File: src/rtl/stuff_pkg.sv
package stuff_pkg;
  typedef enum logic [1:0] {
    DEC_NONE  = 2'd0,
    DEC_STUFF = 2'd1,
    DEC_ERR   = 2'd2
  } stuff_dec_e;
endpackage

File: src/rtl/stuff_decide.sv
module stuff_decide
  import stuff_pkg::*;
#(
  parameter int PHASE_W = 12
) (
  input  logic [PHASE_W-1:0] phase_i,
  input  logic [PHASE_W-1:0] thresh_b_i,
  input  logic [PHASE_W-1:0] thresh_c_i,
  output stuff_dec_e         dec_o
);
  logic le_b, le_c;
  assign le_b = (phase_i <= thresh_b_i);
  assign le_c = (phase_i <= thresh_c_i);

  // B test first: a phase below B never stuffs or errors, even when C < B
  always_comb begin
    if (le_b)      dec_o = DEC_NONE;
    else if (le_c) dec_o = DEC_STUFF;
    else           dec_o = DEC_ERR;
  end

  always_comb begin
    if (le_b) assert (dec_o == DEC_NONE) else $error("p_below_b_none_r2");
  end
endmodule

File: src/rtl/stuff_regs.sv
module stuff_regs
  import stuff_pkg::*;
#(
  parameter int NSTUFF = 4
) (
  input  logic              clk_i,
  input  logic              rst_ni,
  input  logic              frame_stb_i,
  input  stuff_dec_e        dec_i,
  input  logic [NSTUFF-1:0] stuff_val_i,
  input  logic              err_clr_i,
  output logic              stuffed_o,
  output logic [NSTUFF-1:0] stuff_bits_o,
  output logic              stuff_err_o,
  output logic              fifo_rst_o
);
  logic              do_stuff, do_err;
  logic [NSTUFF-1:0] bits_d;

  assign do_stuff = frame_stb_i && (dec_i == DEC_STUFF);
  assign do_err   = frame_stb_i && (dec_i == DEC_ERR);

  for (genvar i = 0; i < NSTUFF; i++) begin : g_bits
    assign bits_d[i] = (dec_i == DEC_STUFF) & stuff_val_i[i];
  end

  always_ff @(posedge clk_i or negedge rst_ni) begin
    if (!rst_ni) begin
      stuffed_o    <= 1'b0;
      stuff_bits_o <= '0;
    end else if (frame_stb_i) begin
      stuffed_o    <= (dec_i == DEC_STUFF);
      stuff_bits_o <= bits_d;
    end
  end

  always_ff @(posedge clk_i or negedge rst_ni) begin
    if (!rst_ni) begin
      stuff_err_o <= 1'b0;
      fifo_rst_o  <= 1'b0;
    end else begin
      fifo_rst_o <= do_err;
      if (do_err)         stuff_err_o <= 1'b1;  // set beats clear
      else if (err_clr_i) stuff_err_o <= 1'b0;
    end
  end

  p_hold_r7: assert property (@(posedge clk_i) disable iff (!rst_ni)
    !$past(frame_stb_i) |-> ($stable(stuffed_o) && $stable(stuff_bits_o)));

  p_fifo_after_stb_r5: assert property (@(posedge clk_i) disable iff (!rst_ni)
    fifo_rst_o |-> $past(frame_stb_i));

  p_fifo_sets_err_r4: assert property (@(posedge clk_i) disable iff (!rst_ni)
    fifo_rst_o |-> stuff_err_o);

  p_err_sticky_r6: assert property (@(posedge clk_i) disable iff (!rst_ni)
    (stuff_err_o && !err_clr_i) |=> stuff_err_o);

  p_no_stuff_on_err_r4: assert property (@(posedge clk_i) disable iff (!rst_ni)
    !(stuffed_o && fifo_rst_o));

  p_bits_zero_r2: assert property (@(posedge clk_i) disable iff (!rst_ni)
    !stuffed_o |-> (stuff_bits_o == '0));

  p_stuff_flag_r3: assert property (@(posedge clk_i) disable iff (!rst_ni)
    do_stuff |=> stuffed_o);
endmodule

File: src/rtl/stuff_ctrl.sv
module stuff_ctrl
  import stuff_pkg::*;
#(
  parameter int PHASE_W = 12,
  parameter int NSTUFF  = 4
) (
  input  logic               clk_i,
  input  logic               rst_ni,
  input  logic               frame_stb_i,
  input  logic [PHASE_W-1:0] phase_i,
  input  logic [PHASE_W-1:0] thresh_b_i,
  input  logic [PHASE_W-1:0] thresh_c_i,
  input  logic [NSTUFF-1:0]  stuff_val_i,
  input  logic               err_clr_i,
  output logic               stuffed_o,
  output logic [NSTUFF-1:0]  stuff_bits_o,
  output logic               stuff_err_o,
  output logic               fifo_rst_o
);
  stuff_dec_e dec;

  stuff_decide #(.PHASE_W(PHASE_W)) u_decide (
    .phase_i    (phase_i),
    .thresh_b_i (thresh_b_i),
    .thresh_c_i (thresh_c_i),
    .dec_o      (dec)
  );

  stuff_regs #(.NSTUFF(NSTUFF)) u_regs (
    .clk_i        (clk_i),
    .rst_ni       (rst_ni),
    .frame_stb_i  (frame_stb_i),
    .dec_i        (dec),
    .stuff_val_i  (stuff_val_i),
    .err_clr_i    (err_clr_i),
    .stuffed_o    (stuffed_o),
    .stuff_bits_o (stuff_bits_o),
    .stuff_err_o  (stuff_err_o),
    .fifo_rst_o   (fifo_rst_o)
  );
endmodule

File: config.mk
export PLATFORM = sky130hd
export DESIGN_NAME = stuff_ctrl
export DESIGN_NICKNAME = d
export VERILOG_FILES = /design/src/rtl/stuff_pkg.sv /design/src/rtl/stuff_decide.sv /design/src/rtl/stuff_regs.sv /design/src/rtl/stuff_ctrl.sv
export SDC_FILE = /design/constraint.sdc
export NUM_CORES = 1
export LEC_CHECK = 0
export ABC_CLOCK_PERIOD_IN_PS = 1700
export BUFFER_PORTS_ARGS = -buffer_cell sky130_fd_sc_hd__buf_2
export CAP_MARGIN = 10
export CORE_MARGIN = 2
export CORE_UTILIZATION = 46
export CTS_CLUSTER_DIAMETER = 50
export DETAILED_ROUTE_END_ITERATION = 16
export PLACE_DENSITY_LB_ADDON = 0.2
export SLEW_MARGIN = 25
export SYNTH_ARGS = -nofsm -noshare
export SYNTH_HDL_FRONTEND = slang
export SYNTH_SLANG_ARGS = --single-unit
File: constraint.sdc
create_clock -name clk_i -period 1.7 [get_ports clk_i]
set_input_delay 0.085 -clock clk_i [delete_from_list [all_inputs] [get_ports clk_i]]
set_output_delay 0.085 -clock clk_i [all_outputs]
set_load 0.01 [all_outputs]
==> results.yml, run 1 <==
timing:
  rsz0062_at_grt: "no"
  setup_viol: 0
  holdWs_ns: 0.02118
  drv_slew: 0
  worst_pin_slew_ns: 0.4671
  hold_viol: 0
  max_slew_margin_pct: 68.45
  fmax_ghz: 0.6610
  period_needed_ns: 1.513
  skew_ns: 0
  fin_crit_sh_pct: 88.99
setup_path:
  criticalPathCategory: "input pin to register"
  cp_data_required_time_ns: 1.83
  reg2reg_slack_ns: 1.01
  r2r-start: "u_regs.stuff_bits_o[0]"
  arrival_ns: 1.64
  crit_path_start_kind: "input pin"
  r2r_end: "u_regs.stuff_bits_o[0]"
  cp_max_fo: 5
  end_kind: "register"
  worstSetupStartpoint: "phase_i[7]"
  r2r_cells: 2
global_route:
  grt_pass1_wl_mm: 3.201
  grt_use_total_pct: 19.35
  grt.overflow.total: 0
  antenna_found_initial: 0
  grt_max_degree: 8
  grt_pass1_vias: 880
routing:
  drt.antenna.violating_nets: 0
  viasPerCell: 4.871
  vias: 906
  wl_mm: 2.063
  drtPass1Iterations: 4
  drc: 0
  drtIter0Drc: 7
  routedWlPerCell_um: 11.09
synthesis:
  syn_avg_cell_area_um2: 8.318
  ys.flop_type: "dfrtp_1"
  synth-edff-count: 0
  async_flop_share_pct: 100.0
  ys_top_cells_by_count: "inv_1, ha_1, a21oi_1"
  syn_area_um2: 873.3
  yosysUniqueCellTypes: 20
  synth_top_area_share_pct: 34.38
  synth_warnings: 0
  synth_top_cell_by_area: "ha_1"
  synth_fp_nets: 173
  yosysMostFrequentCell: "inv_1"
  synth-seq-area-share_pct: 20.06
  synth.area.top_cells: "ha_1, dfrtp_1, inv_1"
  ys_ff_latch: 7
  postSynthCellCount: 105
cts:
  clkSlewWorstSetupHoldPaths_ns: 0.06
  clk_path_buf_depth: 2
  clock-sinks: 7
  worstSkewPairLatency_ns: 0.25
  clockRootBuffer: "clkbuf_4"
  h-tree-depth: 1
  numCtsBuffers: 3
  cts_tree: "yes"
  cts_resized: 0
floorplanning:
  io_pins: 51
  fp.dieW_um: 47.57
  initial_core_util_pct: 49.50
  rows: 15
  die-area_um2: 2263
  die_h_um: 47.57
  core_um2: 1764
cells_and_area:
  area_growth_syn_to_layout_pct: 37.25
  finalNetCount: 230
  final_layout_size_suffix_gt1_share_pct: 34.16
  stdcell_count: 186
  insertedDiodeCount: 0
power_and_ir_drop:
  finalPower_mw: 0.5820
  p_leak_nw: 0.7305
  peakVddDrop_mv: 0.2149
  powerDensity_nw_per_um2: 485.6
status:
  status: "complete, no violations"
placement:
  gp_congestion: 0.7328
  dpl.cell_count: 181
  numPortBuffers: 50
  hpwl_mm: 1.818
min_path:
  holdPathEnd: "u_regs.stuff_err_o"
  hold_class: "input pin to register"
  worstHoldPathCells: 2
  worstHoldStart: "err_clr_i"
flow_run:
  maxCapViolCount: 0
## final cells by class
| type | count | area, um^2 |
|---|---|---|
| Clock buffer | 4 | 26.28 |
| Sequential cell | 7 | 175.2 |
| Timing Repair Buffer | 52 | 267.8 |
| Multi-Input combinational cell | 64 | 570.5 |
| Tap cell | 25 | 31.28 |
| Fill cell | 174 | 565.5 |
| Inverter | 34 | 127.6 |
## what timing repair did
| action | in CTS | in global routing |
|---|---|---|
| hold buffers | 1 | 0 |
| hold endpoints to repair | 7 | 0 |
| buffers inserted | 0 | 0 |
## power by group
group | switching (mW) | internal [mW]
Sequential | 0.00755 | 0.183
Clock | 0.0604 | 0.0895
Combinational | 0.122 | 0.120
## flip-flops by register name, summed over array words and instances (netlist names)
register / flops
u_regs.stuffed_o: 1
u_regs.fifo_rst_o: 1
u_regs.stuff_bits_o: 4
u_regs.stuff_err_o: 1
## routing by layer
layer | track usage [%] | share of wire (%) | vias to the layer above | routed length, um
li1 | - | - | 481 | -
met1 | 21.27 | 42 | 389 | 863
met2 | 38.65 | 52 | 34 | 1064
met3 | 2.264 | 5.5 | 2 | 113
met4 | 4.865 | 1.0 | 0 | 21
met5 | 0 | 0 | - | 0
## worst max path at each step
stage | endpoint | slack, ns
after floorplan | u_regs.stuff_err_o | 0.25
after global placement | u_regs.stuff_bits_o[0] | 0.07
after detailed placement | u_regs.stuff_bits_o[0] | -0.08
after CTS | u_regs.stuff_bits_o[0] | 0.17
after global routing | u_regs.stuff_bits_o[0] | 0.13
final | u_regs.stuff_bits_o[0] | 0.19
## worst max-delay path, cell delays in order
cell     delay, ns
buf_2         0.11
ha_1          0.34
a21oi_1       0.19
a21oi_1       0.10
o41a_1        0.50
o32ai_1       0.31
## logic make-up (layout without fill, tap and decap cells)
family | after synthesis | in the layout | share of synthesized area, %
buffers and inverters | 34 | 90 | 14.61
AO/OA/AOI/OAI | 26 | 26 | 21.78
adder cells (fa/ha/maj) | 24 | 24 | 34.38
AND/OR/NAND/NOR | 14 | 14 | 9.168
flip-flops | 7 | 7 | 20.06
## stage by stage
step	setup TNS [ns]	setup slack (ns)	instance area [um^2]	utilization, %
floorplan	0	0.2490	873.3	-
finish	0	0.1872	1199	67.94
global placement	0	0.07044	1162	65.89
global route	0	0.1350	1199	67.94
CTS	0	0.1686	1199	67.94
detailed placement	-0.1073	-0.08033	1162	65.89
## placed cells by master (no fill, tap or decap), drive strengths merged
cell          n
o311ai        1
nor2          1
o32ai         4
nand2         1
a21o          2
nand4         6
ha           24
dlygate4sd3   1
o41a          1
dfrtp         7
o21a          1
o41ai         1
nor2b         2
buf          51
o211ai        2
a21boi        1
nand3         2
a21oi         8
o22ai         3
clkbuf        4
inv          34
or3           2
a211oi        2
Power figures use the tool's default switching activity.
==> run 2, diff against run 1 <==
==> constraint.sdc (replaced) <==
create_clock -name clk_i -period 1.7 [get_ports clk_i]
set_input_delay 0.34 -clock clk_i [delete_from_list [all_inputs] [get_ports clk_i]]
set_output_delay 0.34 -clock clk_i [all_outputs]
set_load 0.01 [all_outputs]
==> results.yml, run 2 (same netlist as run 1, synthesis figures left out) <==
setup_path:
  r2r_end: "u_regs.stuff_bits_o[0]"
  slowest_delay_ns: 0.53
  crit_path_start_kind: "input pin"
  cp_data_required_time_ns: 1.85
  cp_cell_sequence: "buf_2 > ha_1 > nand4_1 > a21oi_2 > o41a_1 > o32ai_2"
  r2r_cells: 2
  reg2reg_slack_ns: 1.05
  slowest_stage: "o41a_1"
  arrival_ns: 1.85
  end_kind: "register"
  criticalPathCategory: "input pin to register"
  r2r-start: "u_regs.stuff_bits_o[0]"
  worstSetupStartpoint: "phase_i[10]"
  crit_end: "u_regs.stuff_bits_o[0]"
  cp_max_fo: 5
cells_and_area:
  insertedDiodeCount: 0
  register_area_um2: 175.2
  largest_reg_flops: 4
  layout_common_cells: "buf_2, inv_1, ha_1, dfrtp_1, nand4_1"
  fin_area_um2: 1336
  regMostFlops: "u_regs.stuff_bits_o"
  final_common_cell: "buf_2"
  fillers: 157
  final_layout_size_suffix_gt1_share_pct: 46.01
  area_growth_syn_to_layout_pct: 53.01
  multi_input_area_um2: 681.9
  finalNetCount: 232
timing:
  setup_viol: 0
  rsz0062_at_grt: "yes"
  max_slew_margin_pct: 81.12
  fmax_ghz: 0.5886
  fin_ws_ns: 0.001010
  drv_slew: 0
  skew_ns: 0
  period_needed_ns: 1.699
  hold_viol: 0
  holdWs_ns: 0.2951
  fin_crit_sh_pct: 99.94
  worst_pin_slew_ns: 0.2795
floorplanning:
  io_pins: 51
  fp.dieW_um: 47.57
  core_um2: 1764
  die_h_um: 47.57
  die-area_um2: 2263
  rows: 15
  initial_core_util_pct: 49.50
power_and_ir_drop:
  powerDensity_nw_per_um2: 464.6
  p_leak_nw: 0.7575
  peakVddDrop_mv: 0.2429
cts:
  clockRootBuffer: "clkbuf_4"
  clkSlewWorstSetupHoldPaths_ns: 0.05
  clk_path_buf_depth: 2
  numCtsBuffers: 3
  cts_tree: "yes"
  cts_setup_buffers: 0
  h-tree-depth: 1
  clock-sinks: 7
  worstSkewPairLatency_ns: 0.24
global_route:
  grt_max_degree: 8
  grt_use_total_pct: 19.00
  grt.overflow.total: 0
  grt_pass1_vias: 856
  antenna_found_initial: 0
  grt_pass1_wl_mm: 3.187
placement:
  hpwl_mm: 1.763
  gp_congestion: 0.8299
  dpl_cell_area_um2: 1177
  dp_slack_ns: -0.2394
  numPortBuffers: 50
routing:
  drt.antenna.violating_nets: 0
  wl_mm: 2.168
  viasPerCell: 4.920
  routedWlPerCell_um: 11.53
  drc: 0
  vias: 925
  drtPass1Iterations: 4
  drtIter0Drc: 6
status:
  status: "complete, no violations"
flow_run:
  maxCapViolCount: 0
min_path:
  hold_class: "input pin to register"
## run 2: cell count changes in the layout (fill, tap and decap cells not counted), sizes merged
cell and change:
buf +2
## run 2: how the worst min path moves through the flow
stage / startpoint / end / depth (start not counted) / slack [ns]
detailed placement: rst_ni / u_regs.stuff_err_o / 1 / 0.18
finish: err_clr_i / u_regs.stuff_err_o / 2 / 0.30
global route: err_clr_i / u_regs.stuff_err_o / 2 / 0.29
CTS: err_clr_i / u_regs.stuff_err_o / 2 / 0.30
global placement: rst_ni / u_regs.stuff_err_o / 1 / 0.18
floorplan: rst_ni / u_regs.fifo_rst_o / 0 / 0.04
## run 2: final cells by class
type	count	area share (%)
Clock buffer	4	1.966
Inverter	34	9.738
Multi-Input combinational cell	64	51.03
Sequential cell	7	13.11
Tap cell	25	2.341
Timing Repair Buffer	54	21.82
## run 2: metrics by stage
| stage | power [mW] | utilization, % | std cells | setup TNS, ns |
|---|---|---|---|---|
| after floorplan | 0.3246 | - | 105 | -0.008204 |
| after global placement | 0.4261 | 66.74 | 183 | -1.032 |
| after detailed placement | 0.4348 | 66.74 | 183 | -1.236 |
| after CTS | 0.5814 | 68.79 | 188 | 0 |
| after global routing | 0.6756 | 75.74 | 188 | -0.1357 |
| final | 0.6208 | 75.74 | 188 | 0 |
## run 2: where the power goes
| part | switching [mW] | internal, mW |
|---|---|---|
| Combinational | 0.142 | 0.147 |
| Clock | 0.0533 | 0.0891 |
| Sequential | 0.00701 | 0.183 |
| Total | 0.202 | 0.418 |
## run 2: repair_timing
item	CTS	global route
endpoints found under the hold margin	7	0
endpoints found under the setup margin	0	5
resized for setup	0	22
hold buffers	1	0
## run 2: routing by layer
metal / wire length [um] / track usage [%] / vias up
met5: 0 / 0 / -
met4: 21 / 5.405 / 0
met3: 99 / 1.132 / 2
met2: 1168 / 36.49 / 30
met1: 878 / 22.47 / 408
li1: - / - / 485
## run 2: critical path, delay by kind of cell
kind / cells / cell delay, ns
compound gates: 3 / 0.87
buf+inv: 1 / 0.12
fa+ha+maj: 1 / 0.32
simple gates: 1 / 0.20
